<file path="config.mk">
export PLATFORM = sky130hd
export DESIGN_NAME = phy_cr_master
export DESIGN_NICKNAME = d
export VERILOG_FILES = /design/src/rtl/phy_cr_pkg.sv /design/src/rtl/phy_poll_pacer.sv /design/src/rtl/phy_cr_master.sv
export SDC_FILE = /design/constraint.sdc
export NUM_CORES = 1
export LEC_CHECK = 0
export ABC_AREA = 1
export BUFFER_PORTS_ARGS = -buffer_cell sky130_fd_sc_hd__buf_4
export CAP_MARGIN = 25
export CORE_ASPECT_RATIO = 2
export CORE_MARGIN = 2
export CORE_UTILIZATION = 40
export DETAILED_ROUTE_END_ITERATION = 10
export PLACE_DENSITY = 0.66
export SYNTH_ARGS = -nofsm -noshare
export SYNTH_HDL_FRONTEND = slang
export SYNTH_HIERARCHICAL = 1
export SYNTH_SLANG_ARGS = --single-unit
</file>
<file path="constraint.sdc">
create_clock -name clk -period 2.65 [get_ports clk]
set_input_delay 0.265 -clock clk [delete_from_list [all_inputs] [get_ports clk]]
set_output_delay 0.265 -clock clk [all_outputs]
set_load 0.02 [all_outputs]
</file>
<file path="src/rtl/phy_cr_pkg.sv">
package phy_cr_pkg;

    localparam int FIELD_W    = 16;
    localparam int STROBE_LSB = 16;  // capture-addr, capture-data, write, read
    localparam int ACK_BIT    = 18;

    typedef enum logic [2:0] {
        ST_IDLE,
        ST_LOAD,
        ST_WAIT_HI,
        ST_WAIT_LO,
        ST_ABORT
    } st_e;

    // Encoding equals the strobe offset above STROBE_LSB
    typedef enum logic [1:0] {
        PH_ADDR  = 2'd0,
        PH_DATA  = 2'd1,
        PH_WRITE = 2'd2,
        PH_READ  = 2'd3
    } ph_e;

endpackage

</file>
<file path="src/rtl/phy_poll_pacer.sv">
module phy_poll_pacer #(
    parameter int POLL_MAX = 5000,
    parameter int POLL_GAP = 100
) (
    input  logic clk,
    input  logic rst_n,
    input  logic restart,
    input  logic step,
    output logic sample_now,
    output logic last_poll
);
    localparam int PW = $clog2(POLL_MAX + 1);
    localparam int GW = $clog2(POLL_GAP + 1);

    logic [PW-1:0] poll_cnt;
    logic [GW-1:0] gap_cnt;

    always_ff @(posedge clk or negedge rst_n) begin
        if (!rst_n) begin
            poll_cnt <= '0;
            gap_cnt  <= '0;
        end else if (restart) begin
            poll_cnt <= '0;
            gap_cnt  <= '0;
        end else if (step && sample_now) begin
            poll_cnt <= poll_cnt + 1'b1;
            gap_cnt  <= GW'(POLL_GAP - 1);
        end else if (gap_cnt != '0) begin
            gap_cnt <= gap_cnt - 1'b1;
        end
    end

    assign sample_now = (gap_cnt == '0);
    assign last_poll  = (poll_cnt == PW'(POLL_MAX - 1));


    poll_bound_chk: assert property (@(posedge clk) disable iff (!rst_n)
        poll_cnt < PW'(POLL_MAX));

    gap_bound_chk: assert property (@(posedge clk) disable iff (!rst_n)
        gap_cnt < GW'(POLL_GAP));

endmodule

</file>
<file path="src/rtl/phy_cr_master.sv">
module phy_cr_master
    import phy_cr_pkg::*;
#(
    parameter int          POLL_MAX  = 5000,
    parameter int          POLL_GAP  = 100,
    parameter logic [15:0] RESET_REG = 16'h7F3F
) (
    input  logic        clk,
    input  logic        rst_n,
    input  logic        cmd_valid,
    input  logic        cmd_write,
    input  logic [15:0] cmd_addr,
    input  logic [15:0] cmd_wdata,
    output logic        cmd_ready,
    output logic        rsp_done,
    output logic        rsp_err,
    output logic [15:0] rsp_rdata,
    output logic [31:0] ctl_word,
    input  logic [31:0] stat_word
);
    st_e                 state, state_d;
    ph_e                 phase;
    logic                op_write;
    logic [15:0]         op_addr, op_data;
    logic [FIELD_W-1:0]  field_q;
    logic [3:0]          strobe_q;
    logic                done_q, err_q;
    logic [15:0]         rdata_q;

    logic ack, in_wait, want, match, hit, miss_last, step, special;
    logic start_wait, sample_now, last_poll;
    logic unused_stat;

    assign ack         = stat_word[ACK_BIT];
    assign unused_stat = ^{stat_word[31:ACK_BIT+1], stat_word[ACK_BIT-1:FIELD_W]};
    assign in_wait     = (state == ST_WAIT_HI) || (state == ST_WAIT_LO);
    assign want        = (state == ST_WAIT_HI);
    assign match       = (ack == want);
    assign hit         = in_wait && sample_now && match;
    assign miss_last   = in_wait && sample_now && !match && last_poll;
    assign step        = in_wait && !match && !last_poll;
    assign special     = op_write && (op_addr == RESET_REG) && (op_data != '0);
    assign start_wait  = ((state_d == ST_WAIT_HI) || (state_d == ST_WAIT_LO))
                         && (state_d != state);

    phy_poll_pacer #(.POLL_MAX(POLL_MAX), .POLL_GAP(POLL_GAP)) u_pacer (
        .clk        (clk),
        .rst_n      (rst_n),
        .restart    (start_wait),
        .step       (step),
        .sample_now (sample_now),
        .last_poll  (last_poll)
    );

    // State register
    always_ff @(posedge clk or negedge rst_n) begin
        if (!rst_n) state <= ST_IDLE;
        else        state <= state_d;
    end

    // Next state
    always_comb begin
        state_d = state;
        unique case (state)
            ST_IDLE:    if (cmd_valid) state_d = ST_LOAD;
            ST_LOAD:    state_d = ST_WAIT_HI;
            ST_WAIT_HI: begin
                if (hit)            state_d = ST_WAIT_LO;
                else if (miss_last) state_d = ST_ABORT;
            end
            ST_WAIT_LO: begin
                if (hit) begin
                    unique case (phase)
                        PH_ADDR: state_d = op_write ? ST_LOAD : ST_WAIT_HI;
                        PH_DATA: state_d = special ? ST_IDLE : ST_WAIT_HI;
                        default: state_d = ST_IDLE;
                    endcase
                end else if (miss_last) begin
                    state_d = ST_ABORT;
                end
            end
            ST_ABORT:   state_d = ST_IDLE;
            default:    state_d = ST_IDLE;
        endcase
    end

    // Outputs and datapath
    always_ff @(posedge clk or negedge rst_n) begin
        if (!rst_n) begin
            phase    <= PH_ADDR;
            op_write <= 1'b0;
            op_addr  <= '0;
            op_data  <= '0;
            field_q  <= '0;
            strobe_q <= '0;
            done_q   <= 1'b0;
            err_q    <= 1'b0;
            rdata_q  <= '0;
        end else begin
            done_q <= 1'b0;
            err_q  <= 1'b0;
            unique case (state)
                ST_IDLE: if (cmd_valid) begin
                    op_write <= cmd_write;
                    op_addr  <= cmd_addr;
                    op_data  <= cmd_wdata;
                    phase    <= PH_ADDR;
                    field_q  <= cmd_addr;
                    strobe_q <= '0;
                end
                ST_LOAD: strobe_q[phase] <= 1'b1;
                ST_WAIT_HI: if (hit) begin
                    strobe_q <= '0;
                    if (phase == PH_READ) rdata_q <= stat_word[FIELD_W-1:0];
                end
                ST_WAIT_LO: if (hit) begin
                    unique case (phase)
                        PH_ADDR: begin
                            if (op_write) begin
                                phase   <= PH_DATA;
                                field_q <= op_data;
                            end else begin
                                phase             <= PH_READ;
                                strobe_q[PH_READ] <= 1'b1;
                            end
                        end
                        PH_DATA: begin
                            strobe_q[PH_WRITE] <= 1'b1;
                            if (special) done_q <= 1'b1;
                            else         phase  <= PH_WRITE;
                        end
                        default: done_q <= 1'b1;
                    endcase
                end
                ST_ABORT: begin
                    strobe_q <= '0;
                    done_q   <= 1'b1;
                    err_q    <= 1'b1;
                end
                default: ;
            endcase
        end
    end

    assign cmd_ready = (state == ST_IDLE);
    assign rsp_done  = done_q;
    assign rsp_err   = err_q;
    assign rsp_rdata = rdata_q;
    assign ctl_word  = {{(32-STROBE_LSB-4){1'b0}}, strobe_q, field_q};


    one_strobe_chk: assert property (@(posedge clk) disable iff (!rst_n)
        $onehot0(ctl_word[STROBE_LSB+3:STROBE_LSB]));

    field_steady_chk: assert property (@(posedge clk) disable iff (!rst_n)
        $rose(|ctl_word[STROBE_LSB+3:STROBE_LSB]) |-> $stable(ctl_word[15:0]));

    abort_clean_chk: assert property (@(posedge clk) disable iff (!rst_n)
        rsp_err |-> (ctl_word[STROBE_LSB+3:STROBE_LSB] == 4'b0));

    err_with_done_chk: assert property (@(posedge clk) disable iff (!rst_n)
        rsp_err |-> rsp_done);

    done_pulse_chk: assert property (@(posedge clk) disable iff (!rst_n)
        rsp_done |=> !rsp_done);

    busy_not_ready_chk: assert property (@(posedge clk) disable iff (!rst_n)
        (|ctl_word[STROBE_LSB+3:STROBE_LSB] && !rsp_done) |-> !cmd_ready || ctl_word[STROBE_LSB+2]);

endmodule

</file>
==> results of run 1 <==
## per-layer routing
| layer | vias to the layer above | GRT usage, % | wire length, µm |
|---|---|---|---|
| li1 | 2036 | - | - |
| met1 | 1963 | 19.4 | 4140 |
| met2 | 104 | 35.9 | 6780 |
| met3 | 30 | 3.20 | 375 |
| met4 | 0 | 9.39 | 452 |
| met5 | - | 0 | 0 |
## final cells by class
cell class	count	area [µm²]
Multi-Input combinational cell	387	2070
Inverter	74	278
Clock buffer	9	225
Fill cell	1150	5980
Tap cell	147	184
Sequential cell	96	2400
Clock inverter	7	72.6
Timing Repair Buffer	107	841
## registers in the layout (all words and copies together), names as in the netlist
signal            count
rsp_err               1
u_pacer/poll_cnt     13
phase                 2
field_q              16
rsp_done              1
state                 3
op_data              16
u_pacer/gap_cnt       7
rsp_rdata            16
strobe_q              4
op_addr              16
op_write              1
## cells in the mapped netlist (all sizes together), types with 4 or more instances
| library cell | count | area share (%) |
|---|---|---|
| nand4 | 17 | 2.3 |
| nor3 | 4 | 0.64 |
| clkbuf | 8 | 0.69 |
| buf | 20 | 3.1 |
| o21ai | 61 | 6.5 |
| mux2 | 27 | 6.2 |
| nand2 | 139 | 11 |
| a21oi | 26 | 3.0 |
| nand3 | 27 | 3.3 |
| dfrtp | 96 | 49 |
| nor2 | 63 | 6.1 |
| inv | 74 | 5.7 |
## logic make-up (layout without fill, tap and decap cells)
logic type,after synthesis,in the layout
other cells,1,12
buf+inv,102,197
xor+xnor,2,2
mux,27,27
simple gates,254,254
flops,96,96
fa+ha+maj,3,3
compound gates,89,89
## power by group through the flow
stage	Combinational (mW)	Clock, mW	Sequential, mW
2_1_floorplan	1.84	0	2.46
3_3_place_gp	2.94	0	2.31
3_5_place_dp	3.01	0	2.33
4_1_cts	3.03	1.33	2.30
5_1_grt	3.34	1.39	2.36
6_report	3.00	1.29	2.31
## through the flow
stage / setup TNS [ns] / power [mW] / setup WS [ns] / hold WS (ns)
global placement: 0 / 5.24 / 0.218 / 0.384
floorplan: 0 / 4.29 / 0.0325 / -0.0306
global route: -0.0179 / 7.09 / -0.0147 / 0.0332
detailed placement: 0 / 5.34 / 0.178 / 0.398
CTS: 0 / 6.66 / 0.151 / 0.0163
finish: 0 / 6.59 / 0.213 / -0.0201
## final timing paths
kind	from	end	depth (start not counted)
max in group asynchronous	rst_n	state[2]	2
worst max register to register	u_pacer/gap_cnt[0]	u_pacer/gap_cnt[0]	21
min in group clk	stat_word[13]	rsp_rdata[13]	2
worst min-delay path	rst_n	rsp_rdata[12]	1
worst min register to register	op_addr[1]	op_addr[1]	2
worst max-delay path	u_pacer/gap_cnt[0]	u_pacer/gap_cnt[0]	21
## worst max-delay path, stage by stage (launching register included)
cell and delay, ns:
dfrtp_1 0.39, inv_1 0.10, ha_1 0.15, inv_1 0.04
nor2_2 0.09, inv_1 0.08, nor2_4 0.11, inv_1 0.07
nor2_4 0.15, nand2_1 0.10, nor2_2 0.16, nor2_1 0.05
nand2_1 0.10, nand3_1 0.07, nand2_1 0.07, a21oi_2 0.07
inv_1 0.11, buf_12 0.16, nand2_8 0.08, nor2_2 0.10
nand2_1 0.06, nand2_1 0.06
## repair_timing
action / CTS / global route
hold buffers: 0 / 0
resized for setup: 0 / 3
endpoints found under the setup margin: 0 / 6
buffers inserted: 0 / 0
endpoints found under the hold margin: 0 / 0
==> impl_metrics.json, run 1 <==
{
  "fin_skew_ns": 0.0110,
  "area_growth_pct": 24.3,
  "mostFrequentLayoutCells": "133 x nand2_1, 104 x buf_4, 96 x dfrtp_1",
  "worst-setup-path-type": "register to register",
  "drt_wl_total_um": 11700,
  "grt_usage_pct": 19.2,
  "ys_ff_latch": 96,
  "synth-edff-count": 0,
  "grt_pass1_vias": 4182,
  "grt-ovfl-total": 0,
  "crit_path_end_kind": "register",
  "seq_power_share_pct": 35.0,
  "tightest_slew_ns": 0.760,
  "reg2reg_setup_slack_ns": 0.21,
  "maxSlewViolCount": 0,
  "die-area_um2": 13200,
  "grt_antenna_before_repair": 0,
  "ir_worst_vdd_mv": 0.652,
  "dp.cells": 811,
  "finalSetupViolCount": 0,
  "grt_max_degree": 59,
  "netlist_area_um2": 4890,
  "cp.required_ns": 2.93,
  "p_comb_share_pct": 45.5,
  "cts_buffers": 9,
  "syn_inst": 574,
  "synthFlopType": "dfrtp_1",
  "htree_levels": 3,
  "p_leak_nw": 3.10,
  "layout.cells.non_filler": 827,
  "maxCapViolations": 0,
  "yosysWarningCount": 6,
  "drive_above_1_share_pct": 26.3,
  "finalCriticalPeriod_ns": 2.44,
  "critical_path_arrival_ns": 2.72,
  "grt_pass1_wl_um": 19300,
  "vias": 4133,
  "ioPinCount": 119,
  "clock_latency_ns": 0.35,
  "holdWs_ns": -0.0201,
  "cp_max_fo": 14,
  "critPathLaunchType": "register",
  "netlist-cell-type-count": 39,
  "synthSimpleGateAreaFrac_pct": 24.2,
  "violations": "negative hold slack",
  "synth_area_per_cell_um2": 8.52,
  "floorplan.initialDensity_pct": 40.6,
  "path_clk_slew_ns": 0.07,
  "core_area_um2": 12100,
  "num_antenna_cells": 0,
  "layout.nets": 746,
  "port_buffers": 91,
  "power_density_nw_per_um2": 1080,
  "final_common_cell": "nand2_1",
  "drtAntennaViolNets": 0,
  "synth_fa_ha_area_share_pct": 0.768,
  "muxShareOfSynthArea_pct": 6.22,
  "drt-initial-drc-count": 147,
  "p_sw_mw": 2.78,
  "cts_tree": "built",
  "cts.sink_count": 96,
  "p_clk_share_pct": 19.5,
  "synth_compound_area_share_pct": 9.70,
  "detailed_place_hpwl_um": 8930,
  "synthXorXnorAreaFrac_pct": 0.358,
  "final_core_util_pct": 50.4,
  "wl_per_cell_um": 14.2,
  "hold_path_class": "input pin to async pin",
  "achievable-frequency_ghz": 0.410,
  "first_pass_iters": 4,
  "drc": 0,
  "place_area_um2": 5770,
  "finalInstanceArea_um2": 6080,
  "via_per_inst": 5.00,
  "synth_top_family_by_area": "simple AND/OR/NAND/NOR gates",
  "die_h_um": 160,
  "globalplace.congestion": 0.887,
  "cts-root-buf": "clkbuf_16",
  "maxSlewHeadroom_pct": 49.3,
  "die_w_um": 82.2,
  "row_count": 57,
  "synth-async-reset-ratio_pct": 100,
  "status": "finished with violations",
  "hold_viol": 16,
  "swShare_pct": 42.2,
  "intPower_mw": 3.81,
  "synth-seq-area-share_pct": 49.1,
  "max-clock-path-buffers": 2,
  "fin_crit_sh_pct": 91.9
}
Power figures use the tool's default switching activity.
==> run 2: changes to the inputs <==
--- a/config.mk
+++ b/config.mk
@@ -12,7 +12,7 @@
 export CORE_MARGIN = 2
 export CORE_UTILIZATION = 40
 export DETAILED_ROUTE_END_ITERATION = 10
-export PLACE_DENSITY = 0.66
+export PLACE_DENSITY = 0.64
 export SYNTH_ARGS = -nofsm -noshare
 export SYNTH_HDL_FRONTEND = slang
 export SYNTH_HIERARCHICAL = 1
==> constraint.sdc (replaced) <==
create_clock -name clk -period 2.95 [get_ports clk]
set_input_delay 0.295 -clock clk [delete_from_list [all_inputs] [get_ports clk]]
set_output_delay 0.295 -clock clk [all_outputs]
set_load 0.02 [all_outputs]
==> run 2 against run 1 <==
Effect of this change: via count fell by 1.7%; sequential power shrank 10%; power shrank 11%; worst setup slack gained 0.13 ns; maximum frequency fell by 6.5%; highest routed layer unchanged; combinational power fell by 13%; critical path depth stayed put; the flow now finishes without violations; die area stayed put; largest power group unchanged; first-iteration DRC count increased by 20%; worst hold slack improved by 0.20 ns; register-to-register slack gained 0.13 ns; sequential share of layout area increased by 0.40 points.
==> impl_metrics.json, run 2 (synthesis gave the netlist of run 1 again) <==
{
  "cts_tree": "built",
  "tightest_slew_ns": 0.603,
  "grt_pass1_vias": 4162,
  "setup_slack_ns": 0.343,
  "drt_wl_total_um": 11700,
  "finalCriticalPeriod_ns": 2.61,
  "drive_above_1_share_pct": 25.4,
  "hold_path_class": "input pin to register",
  "crit_path_cell_trace": "inv_1, ha_1, inv_1, nor2_2, inv_1, nor2_4, inv_1, nor2_4, nand2_1, nor2_1, nor2_1, nand2_1, nand3_1, nand2_1, a21oi_1, inv_1, buf_6, nand2_8, nor2_2, nand2_1, nand2_1",
  "hold_viol": 0,
  "max_stage_delay_ns": 0.40,
  "max-clock-path-buffers": 2,
  "final_core_util_pct": 49.9,
  "grt-ovfl-total": 0,
  "min_from": "stat_word[1]",
  "ioPinCount": 119,
  "row_count": 57,
  "cp.required_ns": 3.23,
  "drt-initial-drc-count": 176,
  "cp_slowest_cell": "dfrtp_1",
  "floorplan.initialDensity_pct": 40.6,
  "power_density_nw_per_um2": 972,
  "vias": 4061,
  "achievable-frequency_ghz": 0.384,
  "num_antenna_cells": 0,
  "reg2reg_setup_slack_ns": 0.34,
  "core_area_um2": 12100,
  "grt_pass1_wl_um": 19000,
  "ir_worst_vdd_mv": 0.670,
  "fin_skew_ns": 0.0106,
  "whs_endpoint": "rsp_rdata[1]",
  "grt_max_degree": 57,
  "r2r_start": "u_pacer/gap_cnt[0]",
  "clock_latency_ns": 0.35,
  "worst-setup-path-type": "register to register",
  "die_h_um": 160,
  "area_growth_pct": 23.1,
  "detailed_place_hpwl_um": 9060,
  "fin_crit_sh_pct": 88.4,
  "path_clk_slew_ns": 0.06,
  "die-area_um2": 13200,
  "ff2ff_path_depth": 21,
  "critical_path_arrival_ns": 2.89,
  "grt_antenna_before_repair": 0,
  "globalplace.congestion": 0.910,
  "drc": 0,
  "drtAntennaViolNets": 0,
  "layout.nets": 743,
  "final_common_cell": "nand2_1",
  "tns_ns": 0,
  "port_buffers": 91,
  "crit_path_end_kind": "register",
  "mostFrequentLayoutCells": "133 x nand2_1, 102 x buf_4, 96 x dfrtp_1",
  "maxCapViolations": 0,
  "cp_max_fo": 14,
  "status": "finished, final reports clean",
  "cts.sink_count": 96,
  "first_pass_iters": 5,
  "post_cts_buffers": 0,
  "worst_r2r_endpoint": "u_pacer/gap_cnt[0]",
  "place_ws_ns": 0.267,
  "worstHoldPathCells": 2,
  "grt_usage_pct": 18.8,
  "maxSlewViolCount": 0,
  "maxSlewHeadroom_pct": 59.8,
  "finalSetupViolCount": 0,
  "cts-root-buf": "clkbuf_16",
  "p_leak_nw": 3.08,
  "wl_per_cell_um": 14.2,
  "critPathLaunchType": "register",
  "cts_buffers": 9,
  "die_w_um": 82.2,
  "rsz0062_at_grt": "false",
  "via_per_inst": 4.93,
  "htree_levels": 3
}
[run 2: changes by cell type in the layout (fill, tap and decap cells not counted), moves of 2 or more]
cell / delta
buf_12: -3
inv_6: -2
inv_8: -2
buf_4: -2
clkinv_2: +2
[run 2: final cells by class]
type,count,area (µm²)
Clock buffer,10,239
Timing Repair Buffer,104,787
Clock inverter,5,57.6
Inverter,74,278
Sequential cell,96,2400
Tap cell,147,184
Fill cell,1163,6040
Multi-Input combinational cell,387,2070
[run 2: worst max-delay path by stage]
stage	startpoint	endpoint	slack (ns)	cells after the start
2_1_floorplan	u_pacer/gap_cnt[0]	u_pacer/poll_cnt[0]	0.33	18
6_report	u_pacer/gap_cnt[0]	u_pacer/gap_cnt[0]	0.34	21
5_1_grt	u_pacer/gap_cnt[0]	u_pacer/gap_cnt[0]	0.007	19
3_5_place_dp	u_pacer/gap_cnt[0]	u_pacer/gap_cnt[0]	0.27	19
4_1_cts	u_pacer/gap_cnt[0]	u_pacer/gap_cnt[0]	0.26	19
3_3_place_gp	u_pacer/gap_cnt[0]	u_pacer/gap_cnt[0]	0.35	19
[run 2: through the flow]
step / cells / power, mW / hold slack (ns) / instance area [µm²]
2_1_floorplan: 585 / 3.86 / -0.000591 / 4930
3_3_place_gp: 807 / 4.64 / 0.342 / 5700
3_5_place_dp: 807 / 4.71 / 0.336 / 5700
4_1_cts: 823 / 5.90 / 0.171 / 6010
5_1_grt: 823 / 6.30 / 0.176 / 6020
6_report: 823 / 5.85 / 0.183 / 6020
[run 2: critical path: cells and delay by family, from the launching register on]
kind                     cells  cell delay [ns]
AO/OA/AOI/OAI                1             0.08
flip-flops                   1             0.40
AND/OR/NAND/NOR             13             1.35
adder cells (fa/ha/maj)      1             0.15
buffers and inverters        6             0.59
[run 2: layer usage]
layer	vias up	routed length (µm)	share of wire (%)	global-route usage, %
met1	1907	4130	35	18.8
met4	0	414	3.5	9.39
met5	-	0	0	0
met3	28	410	3.5	2.70
met2	115	6740	58	35.6
li1	2011	-	-	-
[run 2: what timing repair did]
action,CTS,global route
setup endpoints to repair,0,4
endpoints found under the hold margin,43,0
resized for setup,0,2
hold buffers,1,0
[run 2: power by group]
part	switching (mW)	internal [mW]
clock	0.496	0.675
combinational	1.63	0.980
sequential	0.294	1.77
